File: config.mk
export PLATFORM = sky130hd
export DESIGN_NAME = mbcrc_gen
export DESIGN_NICKNAME = d
export VERILOG_FILES = /design/src/rtl/mbcrc_pkg.sv /design/src/rtl/mbcrc_seq.sv /design/src/rtl/mbcrc_engine.sv /design/src/rtl/mbcrc_hold.sv /design/src/rtl/mbcrc_gen.sv
export SDC_FILE = /design/constraint.sdc
export NUM_CORES = 1
export LEC_CHECK = 0
export ABC_CLOCK_PERIOD_IN_PS = 7200
export BUFFER_PORTS_ARGS = -buffer_cell sky130_fd_sc_hd__buf_2
export CAP_MARGIN = 20
export CORE_MARGIN = 4
export CORE_UTILIZATION = 40
export DETAILED_ROUTE_END_ITERATION = 8
export GPL_TIMING_DRIVEN = 0
export SYNTH_ARGS = -nofsm -noshare
export SYNTH_HDL_FRONTEND = slang
export SYNTH_SLANG_ARGS = --single-unit
File: constraint.sdc
create_clock -name clk -period 7.2 [get_ports clk]
set_input_delay 1.08 -clock clk [delete_from_list [all_inputs] [get_ports clk]]
set_output_delay 1.08 -clock clk [all_outputs]
set_load 0.005 [all_outputs]
File: src/rtl/mbcrc_pkg.sv
package mbcrc_pkg;

  localparam int CRC_W  = 12;
  localparam int WORD_W = 64;
  localparam int BLOCKS = 32;
  // generator x^12 + x^9 + x^8 + x^3 + x^2 + x + 1, x^12 term implied
  localparam logic [CRC_W-1:0] POLY = 12'h30F;

  // one serial step: feedback from the top stage xored with the incoming bit
  function automatic logic [CRC_W-1:0] crc_bit(input logic [CRC_W-1:0] s,
                                               input logic b);
    logic fb;
    fb = s[CRC_W-1] ^ b;
    return {s[CRC_W-2:0], 1'b0} ^ (fb ? POLY : '0);
  endfunction

  // whole word, most-significant bit first
  function automatic logic [CRC_W-1:0] crc_word(input logic [CRC_W-1:0] s,
                                                input logic [WORD_W-1:0] d);
    logic [CRC_W-1:0] acc;
    acc = s;
    for (int i = WORD_W - 1; i >= 0; i--) acc = crc_bit(acc, d[i]);
    return acc;
  endfunction

  // which old state bits feed next-state bit r (linear map, unit vectors)
  function automatic logic [CRC_W-1:0] state_row(input int r);
    logic [CRC_W-1:0] row, e, col;
    row = '0;
    for (int j = 0; j < CRC_W; j++) begin
      e = '0;
      e[j] = 1'b1;
      col = crc_word(e, '0);
      row[j] = col[r];
    end
    return row;
  endfunction

  // which data bits feed next-state bit r
  function automatic logic [WORD_W-1:0] data_row(input int r);
    logic [WORD_W-1:0] row, e;
    logic [CRC_W-1:0] col;
    row = '0;
    for (int k = 0; k < WORD_W; k++) begin
      e = '0;
      e[k] = 1'b1;
      col = crc_word('0, e);
      row[k] = col[r];
    end
    return row;
  endfunction

endpackage

File: src/rtl/mbcrc_seq.sv
module mbcrc_seq #(
  parameter int BLOCKS = mbcrc_pkg::BLOCKS,
  localparam int CNT_W = $clog2(BLOCKS + 1)
) (
  input  logic             clk,
  input  logic             rst_n,
  input  logic             blk_valid,
  input  logic             blk_sop,
  output logic             blk_accept,
  output logic             blk_first,
  output logic             blk_last,
  output logic [CNT_W-1:0] blk_cnt
);

  logic open_mb;
  logic at_end;

  assign open_mb    = (blk_cnt != '0);
  assign blk_accept = blk_valid && (blk_sop || open_mb);
  assign blk_first  = blk_valid && blk_sop;
  assign at_end     = blk_sop ? (BLOCKS == 1) : (blk_cnt == CNT_W'(BLOCKS - 1));
  assign blk_last   = blk_accept && at_end;

  always_ff @(posedge clk or negedge rst_n) begin
    if (!rst_n) begin
      blk_cnt <= '0;
    end else if (blk_last) begin
      blk_cnt <= '0;
    end else if (blk_first) begin
      blk_cnt <= CNT_W'(1);
    end else if (blk_accept) begin
      blk_cnt <= blk_cnt + CNT_W'(1);
    end
  end

endmodule

File: src/rtl/mbcrc_engine.sv
module mbcrc_engine #(
  parameter int CRC_W  = mbcrc_pkg::CRC_W,
  parameter int WORD_W = mbcrc_pkg::WORD_W,
  parameter bit XOR_MATRIX = 1'b1
) (
  input  logic              clk,
  input  logic              rst_n,
  input  logic              blk_accept,
  input  logic              blk_first,
  input  logic              blk_last,
  input  logic [WORD_W-1:0] blk_data,
  output logic [CRC_W-1:0]  crc_state,
  output logic [CRC_W-1:0]  crc_next
);

  logic [CRC_W-1:0] seed;

  // a start marker begins again from zero, whatever was accumulated
  assign seed = blk_first ? '0 : crc_state;

  generate
    if (XOR_MATRIX) begin : g_matrix
      for (genvar r = 0; r < CRC_W; r++) begin : g_bit
        localparam logic [CRC_W-1:0]  SMASK = mbcrc_pkg::state_row(r);
        localparam logic [WORD_W-1:0] DMASK = mbcrc_pkg::data_row(r);
        assign crc_next[r] = (^(seed & SMASK)) ^ (^(blk_data & DMASK));
      end
    end else begin : g_serial
      assign crc_next = mbcrc_pkg::crc_word(seed, blk_data);
    end
  endgenerate

  always_ff @(posedge clk or negedge rst_n) begin
    if (!rst_n) begin
      crc_state <= '0;
    end else if (blk_accept) begin
      crc_state <= blk_last ? '0 : crc_next;
    end
  end

endmodule

File: src/rtl/mbcrc_hold.sv
module mbcrc_hold #(
  parameter int CRC_W = mbcrc_pkg::CRC_W
) (
  input  logic             clk,
  input  logic             rst_n,
  input  logic             blk_last,
  input  logic [CRC_W-1:0] crc_next,
  output logic [CRC_W-1:0] par_word,
  output logic             par_done
);

  always_ff @(posedge clk or negedge rst_n) begin
    if (!rst_n) begin
      par_word <= '0;
      par_done <= 1'b0;
    end else begin
      par_done <= blk_last;
      if (blk_last) par_word <= crc_next;
    end
  end

endmodule

File: src/rtl/mbcrc_gen.sv
module mbcrc_gen #(
  parameter int CRC_W  = mbcrc_pkg::CRC_W,
  parameter int WORD_W = mbcrc_pkg::WORD_W,
  parameter int BLOCKS = mbcrc_pkg::BLOCKS,
  parameter bit XOR_MATRIX = 1'b1,
  localparam int CNT_W = $clog2(BLOCKS + 1)
) (
  input  logic              clk,
  input  logic              rst_n,
  input  logic              blk_valid,
  input  logic              blk_sop,
  input  logic [WORD_W-1:0] blk_data,
  output logic [CRC_W-1:0]  par_word,
  output logic              par_done
);

  // internal events, named for the checker
  logic             blk_accept;
  logic             blk_first;
  logic             blk_last;
  logic [CNT_W-1:0] blk_cnt;
  logic [CRC_W-1:0] crc_state;
  logic [CRC_W-1:0] crc_next;

  mbcrc_seq #(.BLOCKS(BLOCKS)) u_seq (
    .clk        (clk),
    .rst_n      (rst_n),
    .blk_valid  (blk_valid),
    .blk_sop    (blk_sop),
    .blk_accept (blk_accept),
    .blk_first  (blk_first),
    .blk_last   (blk_last),
    .blk_cnt    (blk_cnt)
  );

  mbcrc_engine #(.CRC_W(CRC_W), .WORD_W(WORD_W), .XOR_MATRIX(XOR_MATRIX)) u_engine (
    .clk        (clk),
    .rst_n      (rst_n),
    .blk_accept (blk_accept),
    .blk_first  (blk_first),
    .blk_last   (blk_last),
    .blk_data   (blk_data),
    .crc_state  (crc_state),
    .crc_next   (crc_next)
  );

  mbcrc_hold #(.CRC_W(CRC_W)) u_hold (
    .clk      (clk),
    .rst_n    (rst_n),
    .blk_last (blk_last),
    .crc_next (crc_next),
    .par_word (par_word),
    .par_done (par_done)
  );

endmodule

==> results of run 1 <==
==> sequential cells by signal, indices dropped and copies added (netlist names) <==
name                flops
u_hold.par_word        12
u_seq.blk_cnt           6
u_hold.par_done         1
u_engine.crc_state     12
==> stage by stage <==
step | util | setup slack (ns)
6_report | 0.482 | 4.10
5_1_grt | 0.482 | 4.03
4_1_cts | 0.482 | 4.10
3_5_place_dp | 0.471 | 3.81
3_3_place_gp | 0.471 | 3.79
2_1_floorplan | - | 4.19
==> layer usage <==
layer | vias up | GRT usage | share of wire
met2 | 82 | 0.293 | 0.47
met3 | 5 | 0.0156 | 0.066
met4 | 0 | 0.0333 | 0.0056
met5 | - | 0 | 0
li1 | 1250 | - | -
met1 | 1159 | 0.238 | 0.45
==> placed cells by master (no fill, tap or decap), types with 3 or more instances in the layout <==
master / n
xnor2_1: 114
buf_2: 79
xnor3_1: 36
xor2_1: 33
dfrtp_1: 31
nand2_1: 26
o21ai_0: 23
nor2_1: 15
clkbuf_1: 7
clkbuf_8: 7
inv_1: 4
a22o_1: 4
a21boi_0: 4
xor3_1: 3
==> worst min-delay path by stage <==
stage	end	slack (ns)	cells after the start	start
after global routing	u_hold.par_word[7]	0.52	2	u_hold.par_word[7]
after detailed placement	u_hold.par_word[9]	0.47	2	u_hold.par_word[9]
after floorplan	u_engine.crc_state[8]	0.47	2	u_engine.crc_state[8]
final	u_hold.par_word[10]	0.49	2	u_hold.par_word[10]
after CTS	u_hold.par_word[8]	0.49	2	u_hold.par_word[8]
after global placement	u_hold.par_word[8]	0.47	2	u_hold.par_word[8]
==> area by class of cell <==
class	count	share of cell area
Buffer	9	0.00893
Clock buffer	8	0.0238
Inverter	4	0.00357
Multi-Input combinational cell	283	0.655
Sequential cell	31	0.185
Tap cell	108	0.0321
Timing Repair Buffer	77	0.0917
==> power by group <==
group          switching, mW  internal [mW]
Combinational          0.671          0.868
Sequential            0.0534          0.225
Clock                 0.0591         0.0871
==> worst max-delay path, delay by kind of cell <==
kind      cells  cell delay, ns
buf+inv       1            0.10
mux           1            0.28
xor+xnor      5            1.79
==> logic make-up (layout without fill, tap and decap cells) <==
group | Yosys count | after routing | share of synthesized area
xor gates and xnor gates | 189 | 189 | 0.624
and+or+nand+nor | 51 | 51 | 0.0608
AOI/OAI and AO/OA | 38 | 38 | 0.0663
DFF | 31 | 31 | 0.216
buffers and inverters | 13 | 98 | 0.0147
muxes | 3 | 3 | 0.0105
adders and majority gates | 2 | 2 | 0.00698
==> impl_metrics.json, run 1 <==
{
  "final.period_utilization": 0.430,
  "rsz0062_at_grt": "false",
  "start_util": 0.411,
  "cts_buffer_depth": 2,
  "ant_nets": 0,
  "seqCellArea_um2": 776,
  "grt_max_degree": 32,
  "clock-sinks": 31,
  "ys.flop_type": "dfrtp_1",
  "globalplace.congestion": 0.858,
  "synth_area_leader_cell": "xnor2_1",
  "nets": 481,
  "overflow": 0,
  "cts_max_level": 2,
  "crit_end": "u_hold.par_word[5]",
  "worst_pin_slew_ns": 0.690,
  "drt-total-wl_mm": 9.05,
  "max_stage_delay_ns": 0.48,
  "antenna_found_initial": 0,
  "fin_skew_ns": 0.00461,
  "yosysTopAreaCellShare": 0.279,
  "crit_path_frequent_cell": "xnor3_1",
  "reg2reg_to": "u_engine.crc_state[7]",
  "synthTopCellsByArea": "xnor2_1, xnor3_1, dfrtp_1",
  "r2r_cells": 7,
  "dp.cells": 512,
  "cpMaxStageDelayCell": "xnor3_2",
  "synth_top_cells_by_count": "xnor2_1, xnor3_1, xor2_1",
  "synth_nets": 397,
  "drtIter0Drc": 49,
  "n_antenna_cell": 0,
  "die_area_um2": 10500,
  "p_leak_nw": 2.05,
  "coreArea_um2": 8720,
  "row_count": 34,
  "hold_slack_ns": 0.488,
  "grt_pass1_vias": 2476,
  "final-max-slew-violation-count": 0,
  "ys_ff_latch": 31,
  "pwr_density_cell_nw_per_um2": 467,
  "clk_pin_slew_ns": 0.06,
  "cts_buffers": 5,
  "critPathKind": "input pin to flop",
  "timing.fmax_mhz": 323,
  "vias": 2496,
  "die_h_um": 103,
  "finalSetupViolCount": 0,
  "drive_above_1_share": 0.235,
  "tns_ns": 0,
  "total_power_mw": 1.96,
  "n_fill_cell": 851,
  "regToRegStartpoint": "u_seq.blk_cnt[0]",
  "cts_tree": "yes",
  "placed_cell_area_um2": 4100,
  "hp-class": "flop to flop",
  "ios": 81,
  "reg2reg_slack_ns": 4.56,
  "slew_headroom": 0.537,
  "start_kind": "input pin",
  "die_x_um": 103,
  "firstDrtPassIters": 4,
  "ir_worst_vdd_v": 0.000198,
  "synth_enable_flop_cells": 0,
  "synth.avg_cell_area_um2": 11.0,
  "final_cell_area_um2": 4200,
  "cts_resized": 0,
  "clk_latency_ns": 0.27,
  "post-cts-setup-buffer-count": 0,
  "cap_violations": 0,
  "yosysWarningCount": 0,
  "fin_cells": 520,
  "worstPathRequired_ns": 7.36,
  "hold_viol": 0,
  "worstSetupStartpoint": "blk_data[18]",
  "yosysSeqAreaShare": 0.216,
  "track_usage": 0.171,
  "yosysMostFrequentCell": "xnor2_1",
  "dp_hpwl_mm": 7.80,
  "synthesis.area_um2": 3580,
  "path_max_fanout": 2,
  "portBuffers": 77,
  "netlist_instances": 327,
  "crit_chain": "buf_2, xnor3_2, xnor2_4, xnor2_2, xnor3_1, xnor3_1, mux2_4",
  "post_drt_wl_per_cell_um": 17.4,
  "via_per_inst": 4.80,
  "route.detailed.drc": 0,
  "crit_arrival_ns": 3.26,
  "syn2layout_area_growth_pct": 17.3,
  "fin_crit_ns": 3.10,
  "multi_input_area_um2": 2760,
  "worstSetupEndpointType": "flop",
  "cts_root_buf": "clkbuf_8",
  "status": "complete, no violations",
  "grt_first_pass_wirelength_mm": 13.3,
  "synthArstFlopShare": 1.00,
  "synthDistinctLibCells": 35,
  "cts_hold_buffers": 0
}
Note: power is estimated with default switching activity, not from simulation.
==> inputs of run 2 (changes only) <==
--- a/config.mk
+++ b/config.mk
@@ -5,7 +5,7 @@
 export SDC_FILE = /design/constraint.sdc
 export NUM_CORES = 1
 export LEC_CHECK = 0
-export ABC_CLOCK_PERIOD_IN_PS = 7200
+export ABC_CLOCK_PERIOD_IN_PS = 2700
 export BUFFER_PORTS_ARGS = -buffer_cell sky130_fd_sc_hd__buf_2
 export CAP_MARGIN = 20
 export CORE_MARGIN = 4
==> constraint.sdc (replaced) <==
create_clock -name clk -period 2.7 [get_ports clk]
set_input_delay 0.405 -clock clk [delete_from_list [all_inputs] [get_ports clk]]
set_output_delay 0.405 -clock clk [all_outputs]
set_load 0.005 [all_outputs]
==> impl_metrics.json, run 2 (same netlist as run 1, synthesis figures left out) <==
{
  "cp_top_family": "simple AND/OR/NAND/NOR gates",
  "pre_cts_ws_ns": -0.0184,
  "final_cell_mix": "xnor2_1, buf_2, xnor3_1, xor2_1, dfrtp_1",
  "clock-sinks": 31,
  "via_per_inst": 4.84,
  "fin_cells": 520,
  "switching_share": 0.402,
  "cap_violations": 0,
  "start_kind": "flop",
  "hold_viol": 0,
  "vias": 2517,
  "power_frac_seq": 0.142,
  "slew_headroom": 0.557,
  "fin_crit_ns": 2.46,
  "worst_slack_ns": 0.242,
  "max_stage_delay_ns": 0.63,
  "pwr_density_cell_nw_per_um2": 1250,
  "start_util": 0.411,
  "drt-total-wl_mm": 9.11,
  "cts_max_level": 2,
  "rsz0062_at_grt": "false",
  "fin_util": 0.483,
  "fin_skew_ns": 0.00533,
  "clock_power_share": 0.074,
  "worstSetupEndpointType": "flop",
  "n_antenna_cell": 0,
  "crit_chain": "inv_1, ha_1, or4b_2, o31ai_4, or2_2, clkbuf_1, o21ai_0",
  "final-max-slew-violation-count": 0,
  "finalSetupViolCount": 0,
  "cts_buffers": 5,
  "worst-path-stages": 7,
  "coreArea_um2": 8720,
  "cts_tree": "yes",
  "critPathKind": "flop to flop",
  "clk_pin_slew_ns": 0.06,
  "hp-class": "input pin to async pin",
  "pwr-share-comb": 0.784,
  "grt_max_degree": 32,
  "p_sw_mw": 2.11,
  "ir_worst_vdd_v": 0.000526,
  "tns_ns": 0,
  "reg2reg_slack_ns": 0.24,
  "p_leak_nw": 2.05,
  "route.detailed.drc": 0,
  "timing.fmax_mhz": 407,
  "track_usage": 0.171,
  "crit_arrival_ns": 2.60,
  "cpMaxStageDelayCell": "or4b_2",
  "nets": 481,
  "globalplace.congestion": 0.858,
  "biggestRegsByFlops": "u_engine.crc_state (12), u_hold.par_word (12), u_seq.blk_cnt (6)",
  "firstDrtPassIters": 4,
  "die_h_um": 103,
  "grt_first_pass_wirelength_mm": 13.3,
  "portBuffers": 77,
  "hold_slack_ns": 0.153,
  "syn2layout_area_growth_pct": 17.6,
  "clk_latency_ns": 0.28,
  "row_count": 34,
  "worst_pin_slew_ns": 0.664,
  "ant_nets": 0,
  "status": "complete, no violations",
  "p_int_mw": 3.15,
  "path_buf_inv": 2,
  "grt_pass1_vias": 2476,
  "cts_buffer_depth": 2,
  "cts_hold_buffers": 0,
  "dp_hpwl_mm": 7.80,
  "antenna_found_initial": 0,
  "layout_commonest_cell": "xnor2_1",
  "dp.cells": 512,
  "cts_root_buf": "clkbuf_8",
  "ios": 81,
  "post_drt_wl_per_cell_um": 17.5,
  "path_max_fanout": 10,
  "worstPathRequired_ns": 2.84,
  "die_area_um2": 10500,
  "drive_above_1_share": 0.235,
  "r2r_cells": 7,
  "die_x_um": 103,
  "drtIter0Drc": 49,
  "final.period_utilization": 0.910,
  "overflow": 0
}
run 2: cell types whose count changed in the layout (fill, tap and decap cells not counted):
| cell | before | now |
|---|---|---|
| o31ai_4 | 0 | 1 |
| o31ai_2 | 1 | 0 |
run 2: per-layer routing:
layer  global-route usage  wire length, um
met5                    0                0
met4               0.0333               78
met3               0.0156              498
met2                0.293             4270
met1                0.238             4260
run 2: worst register-to-register path: cells and delay by family (launching register included):
family	cells	cell delay, ns
AOI/OAI and AO/OA	2	0.57
adders and majority gates	1	0.15
buffers and inverters	2	0.38
DFF	1	0.41
and+or+nand+nor	2	0.83
run 2: area by class of cell:
type,count,area (um2)
Buffer,9,37.5
Clock buffer,8,100
Fill cell,853,4510
Inverter,4,15.0
Multi-Input combinational cell,283,2760
Sequential cell,31,776
Tap cell,108,135
Timing Repair Buffer,77,385
run 2: per-stage QoR:
| step | area, um2 | power [mW] |
|---|---|---|
| after floorplan | 3580 | 3.93 |
| after global placement | 4100 | 4.82 |
| after detailed placement | 4100 | 4.86 |
| after CTS | 4200 | 5.28 |
| after global routing | 4210 | 5.58 |
| final | 4210 | 5.26 |
run 2: path summary, 6_finish.rpt:
check,startpoint,endpoint
worst max-delay path,u_seq.blk_cnt[0],u_engine.crc_state[7]
worst min-delay path,rst_n,u_hold.par_word[4]
worst max register to register,u_seq.blk_cnt[0],u_engine.crc_state[7]
worst min register to register,u_hold.par_word[10],u_hold.par_word[10]
max in group asynchronous,rst_n,u_seq.blk_cnt[3]
min in group clk,u_hold.par_word[10],u_hold.par_word[10]
run 2: power groups by stage:
stage	Combinational (mW)	Clock [mW]	Sequential, mW
CTS	4.13	0.403	0.747
floorplan	3.21	0	0.719
finish	4.12	0.392	0.746
global placement	4.07	0	0.748
global route	4.39	0.419	0.769
detailed placement	4.11	0	0.756
run 2: repair_timing:
item,in CTS,in global routing
gates resized for setup,0,1
endpoints found under the setup margin,0,10
setup buffers,0,0
==> inputs of run 3 (changes only) <==
--- a/config.mk
+++ b/config.mk
@@ -9,9 +9,10 @@
 export BUFFER_PORTS_ARGS = -buffer_cell sky130_fd_sc_hd__buf_2
 export CAP_MARGIN = 20
 export CORE_MARGIN = 4
-export CORE_UTILIZATION = 40
+export CORE_UTILIZATION = 50
 export DETAILED_ROUTE_END_ITERATION = 8
 export GPL_TIMING_DRIVEN = 0
+export PLACE_DENSITY = 0.78
 export SYNTH_ARGS = -nofsm -noshare
 export SYNTH_HDL_FRONTEND = slang
 export SYNTH_SLANG_ARGS = --single-unit
==> impl_metrics.json, run 3 (same netlist as run 1, synthesis figures left out) <==
{
  "antenna_found_initial": 0,
  "reg2reg_to": "u_engine.crc_state[2]",
  "row_count": 30,
  "biggestRegsByFlops": "u_engine.crc_state (12), u_hold.par_word (12), u_seq.blk_cnt (6)",
  "crit_chain": "buf_2, xnor3_2, xnor2_4, xnor2_2, xnor3_1, xnor3_1, mux2_4",
  "r2r_cells": 7,
  "fin_crit_ns": 2.46,
  "regToRegStartpoint": "u_seq.blk_cnt[0]",
  "coreArea_um2": 6870,
  "globalplace.congestion": 0.877,
  "final-max-slew-violation-count": 0,
  "status": "complete, no violations",
  "cp_top_family": "XOR/XNOR gates",
  "final_cell_mix": "xnor2_1, buf_2, xnor3_1, xor2_1, dfrtp_1",
  "cts_hold_buffers": 0,
  "post-cts-setup-buffer-count": 0,
  "cts_tree": "yes",
  "fin_skew_ns": 0.00729,
  "cts_buffers": 5,
  "drt-total-wl_mm": 8.62,
  "hp-class": "input pin to async pin",
  "dp_hpwl_mm": 7.31,
  "firstDrtPassIters": 4,
  "cap_violations": 0,
  "clock-sinks": 31,
  "nets": 481,
  "layout_commonest_cell": "xnor2_1",
  "cts_root_buf": "clkbuf_8",
  "portBuffers": 77,
  "track_usage": 0.207,
  "grt_first_pass_wirelength_mm": 13.6,
  "worst_pin_slew_ns": 0.664,
  "ant_nets": 0,
  "max_stage_delay_ns": 0.49,
  "drtIter0Drc": 103,
  "die_area_um2": 8580,
  "cts_buffer_depth": 2,
  "crit_path_frequent_cell": "xnor3_1",
  "p_leak_nw": 2.05,
  "pwr_density_cell_nw_per_um2": 1240,
  "post_drt_wl_per_cell_um": 17.0,
  "n_antenna_cell": 0,
  "worstSetupEndpointType": "flop",
  "die_h_um": 92.7,
  "overflow": 0,
  "path_max_fanout": 2,
  "final_cell_area_um2": 4200,
  "final.period_utilization": 0.913,
  "route.detailed.drc": 0,
  "total_power_mw": 5.22,
  "worst-path-stages": 7,
  "clk_pin_slew_ns": 0.06,
  "syn2layout_area_growth_pct": 17.1,
  "cts_max_level": 2,
  "placed_cell_area_um2": 4090,
  "fin_util": 0.611,
  "rsz0062_at_grt": "false",
  "start_kind": "input pin",
  "finalSetupViolCount": 0,
  "critPathKind": "input pin to flop",
  "via_per_inst": 5.02,
  "clk_latency_ns": 0.28,
  "reg2reg_slack_ns": 0.26,
  "ios": 81,
  "crit_arrival_ns": 2.63,
  "start_util": 0.522,
  "die_x_um": 92.7,
  "hold_viol": 0,
  "ir_worst_vdd_v": 0.000591,
  "timing.fmax_mhz": 406,
  "grt_max_degree": 32,
  "grt_pass1_vias": 2605,
  "slew_headroom": 0.558,
  "cts_resized": 0,
  "vias": 2550,
  "worstPathRequired_ns": 2.86,
  "path_buf_inv": 1,
  "cpMaxStageDelayCell": "xnor3_2",
  "drive_above_1_share": 0.235
}
## run 3: cell counts in the layout (fill, tap and decap cells not counted)
No cell type changed its count.
## run 3: where the power goes
| part | switching (mW) | internal [mW] | leakage [nW] | total [mW] |
|---|---|---|---|---|
| clock network | 0.160 | 0.232 | 0.0515 | 0.392 |
| logic | 1.77 | 2.32 | 1.59 | 4.08 |
| registers | 0.148 | 0.601 | 0.408 | 0.748 |
## run 3: layout make-up
type / instances / area [um2]
well taps: 96 / 120
plain buffers: 9 / 37.5
repair buffers: 77 / 385
inverters: 4 / 15.0
flip-flops and latches: 31 / 776
clock buffers: 8 / 100
fillers: 575 / 2670
multi-input cells: 283 / 2760
## run 3: worst max path at each step
stage	slack [ns]	startpoint	end
after floorplan	0.37	blk_data[18]	u_hold.par_word[5]
after global placement	0.007	blk_data[18]	u_hold.par_word[5]
after detailed placement	-0.04	blk_data[18]	u_hold.par_word[5]
after CTS	0.06	u_seq.blk_cnt[0]	u_engine.crc_state[2]
after global routing	0.02	u_seq.blk_cnt[0]	u_engine.crc_state[2]
final	0.24	blk_data[18]	u_hold.par_word[5]
## run 3: worst reg2reg max path, cell delays in order (launching register included)
cell	delay (ns)
dfrtp_1	0.41
inv_1	0.09
ha_1	0.15
or4b_2	0.63
o31ai_4	0.41
or2_2	0.21
clkbuf_1	0.26
o21ai_0	0.15
## run 3: metal layers
layer | vias to the layer above | part of all wire | global-route usage
met3 | 9 | 0.061 | 0.0219
li1 | 1245 | - | -
met5 | - | 0 | 0
met2 | 81 | 0.48 | 0.348
met4 | 0 | 0.011 | 0.0488
met1 | 1215 | 0.45 | 0.287
## run 3: stage by stage
step	hold WS, ns	setup TNS (ns)	cells	setup WS (ns)
global placement	0.467	0	500	0.00675
CTS	0.170	0	508	0.0623
global route	0.197	0	508	0.0224
floorplan	0.109	0	327	0.368
finish	0.153	0	508	0.236
detailed placement	0.469	-0.0367	500	-0.0367
